==> config.mk <==
export PLATFORM = sky130hd
export DESIGN_NAME = rx_frame_queue
export DESIGN_NICKNAME = d
export VERILOG_FILES = /design/src/rtl/rxq_pkg.sv /design/src/rtl/rxq_store.sv /design/src/rtl/rxq_sticky.sv /design/src/rtl/rxq_status.sv /design/src/rtl/rx_frame_queue.sv
export SDC_FILE = /design/constraint.sdc
export NUM_CORES = 1
export LEC_CHECK = 0
export BUFFER_PORTS_ARGS = -buffer_cell sky130_fd_sc_hd__buf_4
export CAP_MARGIN = 20
export CORE_ASPECT_RATIO = 0.7
export CORE_MARGIN = 2
export CORE_UTILIZATION = 40
export CTS_BUF_LIST = sky130_fd_sc_hd__clkbuf_8 sky130_fd_sc_hd__clkbuf_16
export DETAILED_ROUTE_END_ITERATION = 8
export PLACE_DENSITY = 0.63
export SETUP_SLACK_MARGIN = 0.15
export SLEW_MARGIN = 20
export SYNTH_ARGS = -nofsm -noshare
export SYNTH_HDL_FRONTEND = slang
export SYNTH_SLANG_ARGS = --single-unit
==> constraint.sdc <==
create_clock -name clk -period 4.8 [get_ports clk]
set_input_delay 0.48 -clock clk [delete_from_list [all_inputs] [get_ports clk]]
set_output_delay 0.48 -clock clk [all_outputs]
set_load 0.03 [all_outputs]
==> src/rtl/rxq_pkg.sv <==
// Package: shared types for the UART receive frame queue.
// Assumes: status bits are indexed by the constants below in every module.
package rxq_pkg;

    // Positions in the status / clear-mask vectors
    localparam int ST_FERR = 0;
    localparam int ST_OVF  = 1;
    localparam int ST_PERR = 2;
    localparam int ST_BITS = 3;

    // Per-entry side flags kept with each stored character
    typedef struct packed {
        logic ovf;   // a later character was lost behind this one (deferred mode)
        logic perr;  // parity error seen on this character
        logic ferr;  // framing error seen on this character
    } rxq_flags_t;

endpackage

==> src/rtl/rxq_store.sv <==
// Module: rxq_store
// Shift-style FIFO of DEPTH characters with per-entry error flags.
// Slot 0 is always the oldest entry. Reports when a new entry becomes
// the head (load_head) with the flags that head will carry, and reports a
// lost character in immediate mode (ovf_now).
// Assumes: DEPTH >= 2; enable low acts as a synchronous flush.
module rxq_store
    import rxq_pkg::*;
#(
    parameter int DATA_W = 8,
    parameter int DEPTH  = 2
) (
    input  logic              clk,
    input  logic              rst_n,
    input  logic              enable,
    input  logic              ovf_imm,
    input  logic              push_valid,
    input  logic [DATA_W-1:0] push_data,
    input  logic              push_ferr,
    input  logic              push_perr,
    input  logic              pop_req,
    output logic [DATA_W-1:0] head_data,
    output logic              has_data,
    output logic              load_head,
    output rxq_flags_t        load_flags,
    output logic              ovf_now
);

    localparam int CNT_W = $clog2(DEPTH + 1);
    localparam logic [CNT_W-1:0] CNT_FULL = CNT_W'(DEPTH);
    localparam logic [CNT_W-1:0] CNT_ONE  = CNT_W'(1);

    logic [DATA_W-1:0] data_q [DEPTH];
    logic [DATA_W-1:0] data_n [DEPTH];
    rxq_flags_t        flg_q  [DEPTH];
    rxq_flags_t        flg_n  [DEPTH];
    logic [CNT_W-1:0]  cnt_q, cnt_n, cnt_mid;

    logic full, do_pop, accept, lost;
    rxq_flags_t push_flags;

    // Purpose: qualify the strobes against the occupancy and the enable
    always_comb begin
        full       = (cnt_q == CNT_FULL);
        do_pop     = enable && pop_req && (cnt_q != '0);
        accept     = enable && push_valid && (!full || do_pop);
        lost       = enable && push_valid && full && !do_pop;
        ovf_now    = lost && ovf_imm;
        push_flags = '{ovf: 1'b0, perr: push_perr, ferr: push_ferr};
    end

    // Purpose: next contents of the store after pop, push and overflow tag
    always_comb begin
        for (int i = 0; i < DEPTH; i++) begin
            data_n[i] = data_q[i];
            flg_n[i]  = flg_q[i];
        end
        cnt_mid = cnt_q;
        if (do_pop) begin
            for (int i = 0; i < DEPTH - 1; i++) begin
                data_n[i] = data_q[i + 1];
                flg_n[i]  = flg_q[i + 1];
            end
            data_n[DEPTH-1] = '0;
            flg_n[DEPTH-1]  = '0;
            cnt_mid = cnt_q - CNT_ONE;
        end
        cnt_n = cnt_mid;
        if (accept) begin
            for (int i = 0; i < DEPTH; i++) begin
                if (i == int'(cnt_mid)) begin
                    data_n[i] = push_data;
                    flg_n[i]  = push_flags;
                end
            end
            cnt_n = cnt_mid + CNT_ONE;
        end
        if (lost && !ovf_imm) begin
            flg_n[DEPTH-1].ovf = 1'b1;
        end
    end

    // Purpose: detect a new head entry and expose the flags it brings
    always_comb begin
        load_head  = (do_pop && (cnt_q > CNT_ONE)) || (accept && (cnt_mid == '0));
        load_flags = flg_n[0];
    end

    // Purpose: register the store; reset or disable empties it
    always_ff @(posedge clk) begin
        if (!rst_n || !enable) begin
            cnt_q <= '0;
            for (int i = 0; i < DEPTH; i++) begin
                data_q[i] <= '0;
                flg_q[i]  <= '0;
            end
        end else begin
            cnt_q <= cnt_n;
            for (int i = 0; i < DEPTH; i++) begin
                data_q[i] <= data_n[i];
                flg_q[i]  <= flg_n[i];
            end
        end
    end

    // Purpose: drive the read-side outputs from the head slot
    always_comb begin
        head_data = data_q[0];
        has_data  = (cnt_q != '0);
    end

    // occupancy never exceeds the depth
    assert_count_bound_R1: assert property (@(posedge clk) disable iff (!rst_n)
        cnt_q <= CNT_FULL);

    // a character accepted into an empty store makes data available
    assert_push_empty_R2: assert property (@(posedge clk) disable iff (!rst_n)
        enable && push_valid && !has_data |=> has_data);

    // a lost character leaves the head untouched
    assert_full_keeps_R7: assert property (@(posedge clk) disable iff (!rst_n)
        lost |=> $stable(head_data) && has_data);

    // disable empties the store
    assert_disable_flush_R4: assert property (@(posedge clk) disable iff (!rst_n)
        !enable |=> !has_data);

endmodule

==> src/rtl/rxq_sticky.sv <==
// Module: rxq_sticky
// One sticky status bit: set wins over write-one-to-clear; reset or a
// low enable clears it.
// Assumes: set and clr are single-cycle qualified strobes.
module rxq_sticky (
    input  logic clk,
    input  logic rst_n,
    input  logic enable,
    input  logic set,
    input  logic clr,
    output logic bit_q
);

    // Purpose: hold the bit, set has priority over clear
    always_ff @(posedge clk) begin
        if (!rst_n || !enable) begin
            bit_q <= 1'b0;
        end else if (set) begin
            bit_q <= 1'b1;
        end else if (clr) begin
            bit_q <= 1'b0;
        end
    end

    // a set bit stays set unless cleared
    assert_sticky_hold_R3: assert property (@(posedge clk) disable iff (!rst_n)
        bit_q && enable && !clr |=> bit_q);

    // a set in any cycle leaves the bit high, even with a clear
    assert_set_wins_R9: assert property (@(posedge clk) disable iff (!rst_n)
        enable && set |=> bit_q);

    // disable clears the bit
    assert_disable_clear_R4: assert property (@(posedge clk) disable iff (!rst_n)
        !enable |=> !bit_q);

endmodule

==> src/rtl/rxq_status.sv <==
// Module: rxq_status
// Bank of sticky error bits. It maps the head-load events and the
// immediate overflow event to set strobes, and the masked write to clear strobes.
// Assumes: bit order given by the rxq_pkg constants.
module rxq_status
    import rxq_pkg::*;
(
    input  logic               clk,
    input  logic               rst_n,
    input  logic               enable,
    input  logic               load_head,
    input  rxq_flags_t         load_flags,
    input  logic               ovf_now,
    input  logic               clr_wr,
    input  logic [ST_BITS-1:0] clr_mask,
    output logic [ST_BITS-1:0] status
);

    logic [ST_BITS-1:0] set_vec;
    logic [ST_BITS-1:0] clr_vec;

    // Purpose: build per-bit set and clear strobes
    always_comb begin
        set_vec          = '0;
        set_vec[ST_FERR] = load_head && load_flags.ferr;
        set_vec[ST_PERR] = load_head && load_flags.perr;
        set_vec[ST_OVF]  = ovf_now || (load_head && load_flags.ovf);
        clr_vec          = clr_wr ? clr_mask : '0;
    end

    for (genvar b = 0; b < ST_BITS; b++) begin : g_bit
        rxq_sticky u_bit (
            .clk    (clk),
            .rst_n  (rst_n),
            .enable (enable),
            .set    (set_vec[b]),
            .clr    (clr_vec[b]),
            .bit_q  (status[b])
        );
    end

endmodule

==> src/rtl/rx_frame_queue.sv <==
// Module: rx_frame_queue (top)
// UART receive frame queue with sticky error status and selectable
// overflow reporting.
// Assumes: frm_valid is a one-cycle strobe per completed character.
module rx_frame_queue
    import rxq_pkg::*;
#(
    parameter int DATA_W = 8,
    parameter int DEPTH  = 2
) (
    input  logic              clk,
    input  logic              rst_n,
    input  logic              rx_en,
    input  logic              ovf_immediate,
    input  logic              frm_valid,
    input  logic [DATA_W-1:0] frm_data,
    input  logic              frm_ferr,
    input  logic              frm_perr,
    input  logic              rd_pop,
    input  logic              st_clr_wr,
    input  logic [2:0]        st_clr_mask,
    output logic [DATA_W-1:0] rd_data,
    output logic              rxc,
    output logic              st_ferr,
    output logic              st_ovf,
    output logic              st_perr
);

    logic               load_head;
    rxq_flags_t         load_flags;
    logic               ovf_now;
    logic [ST_BITS-1:0] status;

    rxq_store #(.DATA_W(DATA_W), .DEPTH(DEPTH)) u_store (
        .clk        (clk),
        .rst_n      (rst_n),
        .enable     (rx_en),
        .ovf_imm    (ovf_immediate),
        .push_valid (frm_valid),
        .push_data  (frm_data),
        .push_ferr  (frm_ferr),
        .push_perr  (frm_perr),
        .pop_req    (rd_pop),
        .head_data  (rd_data),
        .has_data   (rxc),
        .load_head  (load_head),
        .load_flags (load_flags),
        .ovf_now    (ovf_now)
    );

    rxq_status u_status (
        .clk        (clk),
        .rst_n      (rst_n),
        .enable     (rx_en),
        .load_head  (load_head),
        .load_flags (load_flags),
        .ovf_now    (ovf_now),
        .clr_wr     (st_clr_wr),
        .clr_mask   (st_clr_mask),
        .status     (status)
    );

    // Purpose: break out the status vector onto named ports
    always_comb begin
        st_ferr = status[ST_FERR];
        st_ovf  = status[ST_OVF];
        st_perr = status[ST_PERR];
    end

    // an immediate-mode loss is visible on the overflow bit at once
    assert_imm_ovf_R5: assert property (@(posedge clk) disable iff (!rst_n)
        ovf_now |=> st_ovf);

    // deferred mode never raises overflow without a new head
    assert_deferred_quiet_R6: assert property (@(posedge clk) disable iff (!rst_n)
        rx_en && !ovf_immediate && !load_head && !st_ovf |=> !st_ovf);

endmodule

# Word-level counts from Yosys, hierarchy flattened
# Memories as Yosys holds them, arrays and structs flattened.
# Cells that the tools add are included.
# Widths: inputs -> output; s select.
[classes]
addsub = 2
n_lt_le_gt_ge = 1
n_eq_ne = 2
mux = 25
bitwise = 4
n_reduce_logical = 28
[op_table]
columns = ["cell", "n"]
rows = [
  ["$mux 16", 2],
  ["$mux 8", 4],
  ["$mux 3", 5],
  ["$logic_and 1x1->1", 13],
  ["$mux 6", 2],
  ["$mux 1", 10],
  ["$reduce_bool 2->1", 4],
  ["$logic_not 1->1", 5],
  ["$logic_not 2->1", 2],
  ["$logic_or 1x1->1", 4],
  ["$mux 2", 2],
  ["$or 1x1->1", 4],
  ["$add 2x1->2 const B", 1],
  ["$eq 2x2->1 const A", 1],
  ["$eq 2x2->1 const B", 1],
  ["$gt 2x1->1 const B", 1],
  ["$sub 2x1->2 const B", 1],
]
[totals]
reg_bits = 5
ram_bits = 22
in_bits = 20
out_inout_bits = 12
wordCells = 68
memories = 2
[mem_list]
columns = ["memory", "depth", "word_bits", "rd", "rd_clocked_by_memory_dff", "wr", "line_no", "text"]
rows = [
  ["u_store.data_q", 2, 8, 2, 0, 2, "rxq_store.sv:33", "logic [DATA_W-1:0] data_q [DEPTH];"],
  ["u_store.flg_q", 2, 3, 2, 0, 2, "rxq_store.sv:35", "rxq_flags_t flg_q [DEPTH];"],
]

# Logic depth before layout (Yosys ltp)
# Gate-level depths: netlist (run 1).
[depth]
ltp_word = 9
depth_mapped = 11
depth_no_buf = 10

# Cells and area by module
# Synthesis (run 1) repeated with hierarchy kept, for this count alone.
[unflattened]
hier_cells = 170
hier_area_um2 = 1366.3
[modules_own_cells]
columns = ["module", "instances", "cells_per_inst", "area_each_um2", "seq_area_each_um2"]
rows = [
  ["rxq_store", 1, 155, 1218.7, 480.5],
  ["rxq_sticky", 3, 3, 36.3, 20.0],
  ["rxq_status", 1, 6, 38.8, 0.0],
]

# Worst setup path before layout (run 1)
# No wires, ideal clock.
[synth_timing]
kind = "reg2reg"
startpoint = "register u_store.cnt_q[0]"
endpoint = "memory u_store.data_q[0][2]"
setup_ns = 0.124
arrival_time_ns = 2.004
required_ns = 4.676
setup_slack_ns = 2.672
path_stages_with_launch = 12
path_buffers = 2
synth_period_minus_slack_ns = 2.128
path_cell_list = "dfxtp_1 -> inv_1 -> ha_1 -> nand3b_2 -> buf_2 -> a21oi_1 -> ha_1 -> and3_1 -> o21ai_4 -> buf_6 -> o21ai_0 -> a31oi_1"
[synth_rtl]
columns = ["element", "line_no", "text"]
rows = [
  ["from (decl)", "rxq_store.sv:37", "logic [CNT_W-1:0] cnt_q, cnt_n, cnt_mid;"],
  ["from (signal assigned)", "rxq_store.sv:98", "cnt_q <= cnt_n;"],
  ["to (decl)", "rxq_store.sv:33", ""],
]

# Worst setup path after layout (run 1)
[layout_timing]
startpoint = "register u_store.cnt_q[1]"
endpoint = "register u_status.g_bit[2].u_bit.bit_q"
[layout_via]
elab_chain_len = 8
elab_cells_between_ends = 20
cone_classes = "add/sub: 1; order compare: 1; eq/ne: 1; mux: 5; reduce/logical: 12"
[layout_lines]
columns = ["element", "line_no", "text"]
rows = [
  ["branches (longest 6 deep; another with $sub 2x1->2)", "--", ""],
  ["$logic_and 1x1->1 (*)", "rxq_status.sv:26", "set_vec[ST_PERR] = load_head && load_flags.perr;"],
  ["$mux 1 / $reduce_bool 2->1 (equally long branches)", "--", ""],
  ["to (signal assigned)", "rxq_sticky.sv:17", "bit_q <= 1'b0;"],
  ["to (signal assigned)", "rxq_sticky.sv:19", "bit_q <= 1'b1;"],
  ["to (signal assigned)", "rxq_sticky.sv:21", "bit_q <= 1'b0;"],
  ["to (decl)", "rxq_sticky.sv:11", "output logic bit_q"],
]
# Mark *: on every way between the ends.
# A chain may end at the register's enable or synchronous reset.

==> impl_metrics.py, run 1 <==
metrics = {
    "synthesis": {
        "ys_ff_latch": 24,
        "synth_flop_cell": "dfxtp_1",
        "async_flop_share": 0,
        "syn_avg_cell_area_um2": 8.191,
        "yosys.area.top_type_share": 0.3910,
        "yosysSeqAreaShare": 0.3910,
        "yosysTopAreaCell": "dfxtp_1",
        "ys_warn_count": 0,
        "synthTopCellsByArea": "dfxtp_1 39%, nand2_1 9.5%, a21oi_1 6.5%, nand3_1 5.7%, buf_4 5.5%",
        "ys_types": 32,
        "netlist_area_um2": 1229,
        "ys_top_cells_by_count": "31 x nand2_1, 24 x dfxtp_1, 16 x a21oi_1",
        "synth_edf_count": 0,
        "synth_fp_nets": 175,
        "synthMostInstantiatedCell": "nand2_1",
        "synth_cells": 150,
    },
    "grt": {
        "grt_first_pass_wirelength_um": 4188,
        "antenna_found_initial": 0,
        "grt_pass1_vias": 934,
        "grt_max_degree": 24,
        "grt.total_usage": 0.1491,
        "grt_overflow": 0,
    },
    "clock_network": {
        "clk_pin_slew_ps": 80,
        "clk_path_buf_depth": 2,
        "cts_resized": 0,
        "cts.htree.levels": 1,
        "cts_tree": "done",
        "numClockSinks": 24,
        "holdBufCountCts": 0,
        "clkLatencyLatePin_ps": 260,
        "cts_buffers": 3,
        "post_cts_buffers": 0,
        "clockRootBuffer": "clkbuf_8",
    },
    "power_and_ir_drop": {
        "leakage_nw": 0.5573,
        "power_w": 0.0004410,
        "p_per_area_nw_per_um2": 299.7,
        "ir_worst_vdd_mv": 0.1507,
    },
    "cells_and_area": {
        "diodes": 0,
        "final_cells": 205,
        "drive_above_1_share": 0.2663,
        "finalNetCount": 195,
        "areaGrowthSynthToFinish_pct": 19.76,
    },
    "sta": {
        "setup_tns_ps": 0,
        "final.setup_skew_ps": 6.138,
        "hold_violations": 0,
        "rsz0062_at_grt": "no",
        "slew_viol_final": 0,
        "clock.fmax_mhz": 385.7,
        "tightest_slew_ps": 559.9,
        "setup_viol": 0,
        "slew_headroom": 0.6258,
        "timing.final.crit_share": 0.5402,
        "fin_ws_ps": 2207,
        "finalCriticalPeriod_ps": 2593,
    },
    "worst_setup_path": {
        "end_kind": "flip-flop",
        "ff2ff_path_depth": 10,
        "cp.required_ps": 4930,
        "worst_setup_path_start_kind": "flip-flop",
        "criticalPathCategory": "flip-flop to flip-flop",
        "slowest_delay_ps": 530,
        "cp_max_fo": 23,
        "crit_buf_inv": 1,
        "slowest_stage": "nand3b_2",
        "worstSetupStartpoint": "u_store.cnt_q[1]",
        "reg2reg_setup_slack_ps": 2210,
        "r2r_start": "u_store.cnt_q[1]",
        "crit_family": "simple AND/OR/NAND/NOR gates",
        "path_depth": 10,
        "arrival_ps": 2720,
        "cp_cell_sequence": "inv_1, ha_1, nand3b_2, nor2_1, a21oi_1, ha_1, and3_1, a21boi_2, a22oi_1, a21oi_1",
    },
    "detailed_routing": {
        "firstDrtPassIters": 4,
        "wl_per_cell_um": 12.45,
        "drt_wl_total_um": 2553,
        "drc": 0,
        "drt_iter0_drc": 66,
        "ant_nets": 0,
        "vias_per_cell": 5.195,
        "via_count": 1065,
    },
    "floorplanning": {
        "die-width_um": 70.25,
        "initial_core_util": 0.4292,
        "core_area_um2": 2863,
        "fp-row-count": 16,
        "fp.dieH_um": 50.37,
        "die-area_um2": 3538,
        "io-pin-count": 32,
    },
    "worst_hold_path": {
        "min_path_type": "input port to flip-flop",
        "hold-path-cell-count": 3,
        "min_from": "frm_data[5]",
    },
    "place": {
        "place_congestion": 0.7696,
        "portBuffers": 31,
        "dp_cells": 201,
        "dp_hpwl_um": 1888,
        "place_ws_ps": 2223,
    },
    "job": {
        "maxCapViolCount": 0,
    },
    "status": {
        "outcome": "finished clean",
    },
}
## layout make-up
| cell class | instances | area [µm²] |
|---|---|---|
| inverters | 5 | 18.77 |
| clock buffers | 3 | 41.29 |
| flip-flops and latches | 24 | 480.5 |
| clock inverters | 1 | 30.03 |
| multi-input cells | 105 | 623.1 |
| fillers | 291 | 1391 |
| repair buffers | 31 | 232.7 |
| well taps | 36 | 45.04 |
## layer usage
layer	wire [µm]	vias up	GRT usage
met5	0	-	0
met4	4	0	0.009615
met3	175	2	0.05622
met2	1127	29	0.2500
met1	1245	484	0.1925
li1	-	550	-
## placed cells by master, fill, tap and decap left out, types with 3 or more instances in the layout
cell / synthesis / final
o21ai_0: 7 / 7
a21oi_1: 16 / 16
ha_1: 5 / 5
clkbuf_8: 0 / 3
nand3_1: 14 / 14
nand2_1: 31 / 31
a22oi_1: 3 / 3
a31oi_1: 8 / 8
inv_1: 4 / 4
buf_4: 9 / 31
dfxtp_1: 24 / 24
## registers in the layout, summed over array words and instances, names as in the netlist
name / count
u_status.g_bit.u_bit.bit_q: 3
u_store.cnt_q: 2
u_store.data_q: 16
u_store.flg_q: 3
## report_power, final
part            total, W  switching (W)  internal [W]
Clock           0.000173      0.0000619      0.000111
Combinational  0.0000619      0.0000352     0.0000268
Sequential      0.000206     0.00000258      0.000203
Total           0.000441      0.0000996      0.000341
## cell families (layout without fill, tap and decap cells)
group           after synthesis  after routing  synth area share
simple gates                 57             57            0.2220
buf+inv                      21             40            0.1018
flops                        24             24            0.3910
fa+ha+maj                     5              5           0.05092
xor+xnor                      2              2           0.02037
compound gates               41             41            0.2138
## final timing paths
path / to
min: u_store.data_q[0][13]
max: u_status.g_bit[2].u_bit.bit_q
max reg2reg: u_status.g_bit[2].u_bit.bit_q
min reg2reg: u_store.data_q[0][14]
## tightest hold or removal path, delay by kind of cell
family	cells	cell delay (ps)
AOI/OAI and AO/OA	1	50
buffers and inverters	1	110
and+or+nand+nor	1	50
## stage by stage
| step | hold WS, ps | util | cell area [µm²] |
|---|---|---|---|
| final | 463.0 | 0.5140 | 1471 |
| after global routing | 460.8 | 0.5140 | 1471 |
| after CTS | 460.9 | 0.5140 | 1471 |
| after floorplan | 444.0 | - | 1229 |
| after global placement | 455.3 | 0.4891 | 1400 |
| after detailed placement | 459.0 | 0.4891 | 1400 |
(Power assumes the default switching activity.)
==> run 2, diff against run 1 <==
PLACE_DENSITY = 0.66   (was 0.63)
clock period = 2.2 ns   (was 4.8 ns; I/O delays follow)
==> run 2 against run 1 <==
Combinational power grew to 2.7 times the previous value. Global-route usage grew 1.6 points. Sequential share of layout area shrank 2.3 points. Final cell count grew 3.4%. Critical endpoint is now u_store.data_q[0][11]. Highest routed layer unchanged. Total power grew 110%. Wire length grew 21%. Non-clock buffer count grew 4. Sequential cell count is the same. First-iteration DRC count grew 35%.
==> impl_metrics.py, run 2 (synthesis gave the netlist of run 1 again) <==
metrics = {
    "grt": {
        "antenna_found_initial": 0,
        "grt.total_usage": 0.1653,
        "grt_pass1_vias": 1012,
        "grt_first_pass_wirelength_um": 4602,
        "grt_max_degree": 20,
        "grt_overflow": 0,
    },
    "clock_network": {
        "cts.htree.levels": 1,
        "cts_buffers": 3,
        "clk_path_buf_depth": 2,
        "numClockSinks": 24,
        "clkLatencyLatePin_ps": 270,
        "cts_tree": "done",
        "holdBufCountCts": 0,
        "clk_pin_slew_ps": 80,
        "clockRootBuffer": "clkbuf_8",
    },
    "power_and_ir_drop": {
        "ir_worst_vdd_mv": 0.2782,
        "power_frac_comb": 0.183,
        "p_sw_frac": 0.2589,
        "intPower_w": 0.0006752,
        "power_switching_w": 0.0002359,
        "p_per_area_nw_per_um2": 566.3,
        "clkPwrFrac": 0.326,
        "leakage_nw": 0.5927,
        "p_seq_frac": 0.491,
    },
    "worst_hold_path": {
        "min_path_type": "input port to flip-flop",
        "hold-path-cell-count": 3,
        "min_from": "frm_data[7]",
        "worstHoldEndpoint": "u_store.data_q[0][15]",
    },
    "worst_setup_path": {
        "cp.required_ps": 2390,
        "ff2ff_path_depth": 10,
        "slowest_stage": "dfxtp_4",
        "arrival_ps": 2170,
        "crit_family": "simple AND/OR/NAND/NOR gates",
        "r2r_start": "u_store.cnt_q[1]",
        "worst_setup_path_start_kind": "flip-flop",
        "reg2reg_setup_slack_ps": 220,
        "crit_buf_inv": 2,
        "cp_max_fo": 5,
        "slowest_delay_ps": 370,
        "criticalPathCategory": "flip-flop to flip-flop",
        "path_depth": 10,
        "end_kind": "flip-flop",
        "rr_endpoint": "u_store.data_q[0][11]",
        "cp_cell_sequence": "inv_4, ha_4, and3b_2, xnor2_4, inv_1, ha_1, and3_4, a21boi_4, nand2_1, a21oi_2",
    },
    "detailed_routing": {
        "drc": 0,
        "drt_wl_total_um": 3084,
        "ant_nets": 0,
        "vias_per_cell": 5.401,
        "via_count": 1145,
        "firstDrtPassIters": 4,
        "drt_iter0_drc": 89,
        "wl_per_cell_um": 14.55,
    },
    "cells_and_area": {
        "final_common_cell": "buf_4",
        "drive_above_1_share": 0.3693,
        "reg_top3": "u_store.data_q x16, u_status.g_bit.u_bit.bit_q x3, u_store.flg_q x3",
        "largest_reg_flops": 16,
        "areaGrowthSynthToFinish_pct": 30.96,
        "design_area_um2": 1609,
        "finalNetCount": 202,
        "top_register": "u_store.data_q",
        "diodes": 0,
        "final_cell_mix": "35 x buf_4, 30 x nand2_1, 22 x dfxtp_1",
    },
    "floorplanning": {
        "fp.dieH_um": 50.37,
        "io-pin-count": 32,
        "die-width_um": 70.25,
        "die-area_um2": 3538,
        "fp-row-count": 16,
        "initial_core_util": 0.4292,
        "core_area_um2": 2863,
    },
    "status": {
        "outcome": "finished clean",
    },
    "sta": {
        "tightest_slew_ps": 573.8,
        "rsz0062_at_grt": "no",
        "finalCriticalPeriod_ps": 1983,
        "hold_violations": 0,
        "setup_viol": 0,
        "slew_headroom": 0.6166,
        "setup_tns_ps": 0,
        "timing.final.crit_share": 0.9012,
        "final.setup_skew_ps": 5.400,
        "clock.fmax_mhz": 504.4,
        "slew_viol_final": 0,
    },
    "place": {
        "place_congestion": 0.8292,
        "place_area_um2": 1431,
        "dp_hpwl_um": 1989,
        "portBuffers": 31,
    },
    "job": {
        "maxCapViolCount": 0,
    },
}
==> run 2: area by class of cell <==
cell class,instances,area [µm²]
Sequential cell,24,488.0
Inverter,5,21.27
Clock buffer,4,55.05
Multi-Input combinational cell,108,737.0
Tap cell,36,45.04
Fill cell,261,1254
Timing Repair Buffer,35,262.8
==> run 2: repair_timing <==
action | 4_1_cts | 5_1_grt
resized for setup | 11 | 14
buffers inserted | 0 | 1
setup endpoints to repair | 22 | 22
hold endpoints to repair | 0 | 0
gates cloned | 2 | 1
==> run 2: worst max-delay path by stage <==
stage,slack (ps),end,start
floorplan,170,u_store.data_q[0][2],u_store.cnt_q[0]
global placement,150,u_store.data_q[0][13],u_store.cnt_q[0]
detailed placement,50,u_store.data_q[0][9],u_store.cnt_q[0]
CTS,170,u_status.g_bit[0].u_bit.bit_q,u_store.cnt_q[1]
global route,150,u_store.data_q[0][11],u_store.cnt_q[1]
finish,220,u_store.data_q[0][11],u_store.cnt_q[1]
==> run 2: worst reg2reg max path, cell delays in order (launching register included) <==
cell	delay, ps
dfxtp_4	370
inv_4	70
ha_4	140
and3b_2	250
xnor2_4	150
inv_1	60
ha_1	140
and3_4	220
a21boi_4	270
nand2_1	100
a21oi_2	130
==> run 2: power groups by stage <==
stage	logic (W)	registers [W]	clock network, W
2_1_floorplan	0.0000920	0.000460	0
3_3_place_gp	0.000138	0.000459	0
3_5_place_dp	0.000141	0.000459	0
4_1_cts	0.000151	0.000450	0.000309
5_1_grt	0.000179	0.000449	0.000326
6_report	0.000167	0.000448	0.000297
==> run 2: per-stage QoR <==
step | power [W] | hold WS (ps) | utilization | setup slack, ps | std cells
detailed placement | 0.0006001 | 459.2 | 0.5000 | 47.17 | 204
finish | 0.0009111 | 197.9 | 0.5621 | 217.3 | 212
CTS | 0.0009089 | 195.0 | 0.5424 | 173.1 | 210
global placement | 0.0005966 | 456.4 | 0.5000 | 146.6 | 204
floorplan | 0.0005518 | 356.0 | - | 166.0 | 150
global route | 0.0009542 | 208.5 | 0.5621 | 145.9 | 212
==> run 2: metal layers <==
metal / vias up / GRT usage / wire length [µm] / part of all wire
li1: 565 / - / - / -
met1: 541 / 0.2067 / 1422 / 0.46
met2: 35 / 0.2799 / 1446 / 0.47
met3: 4 / 0.05622 / 202 / 0.065
met4: 0 / 0.03205 / 12 / 0.0039
met5: - / 0 / 0 / 0
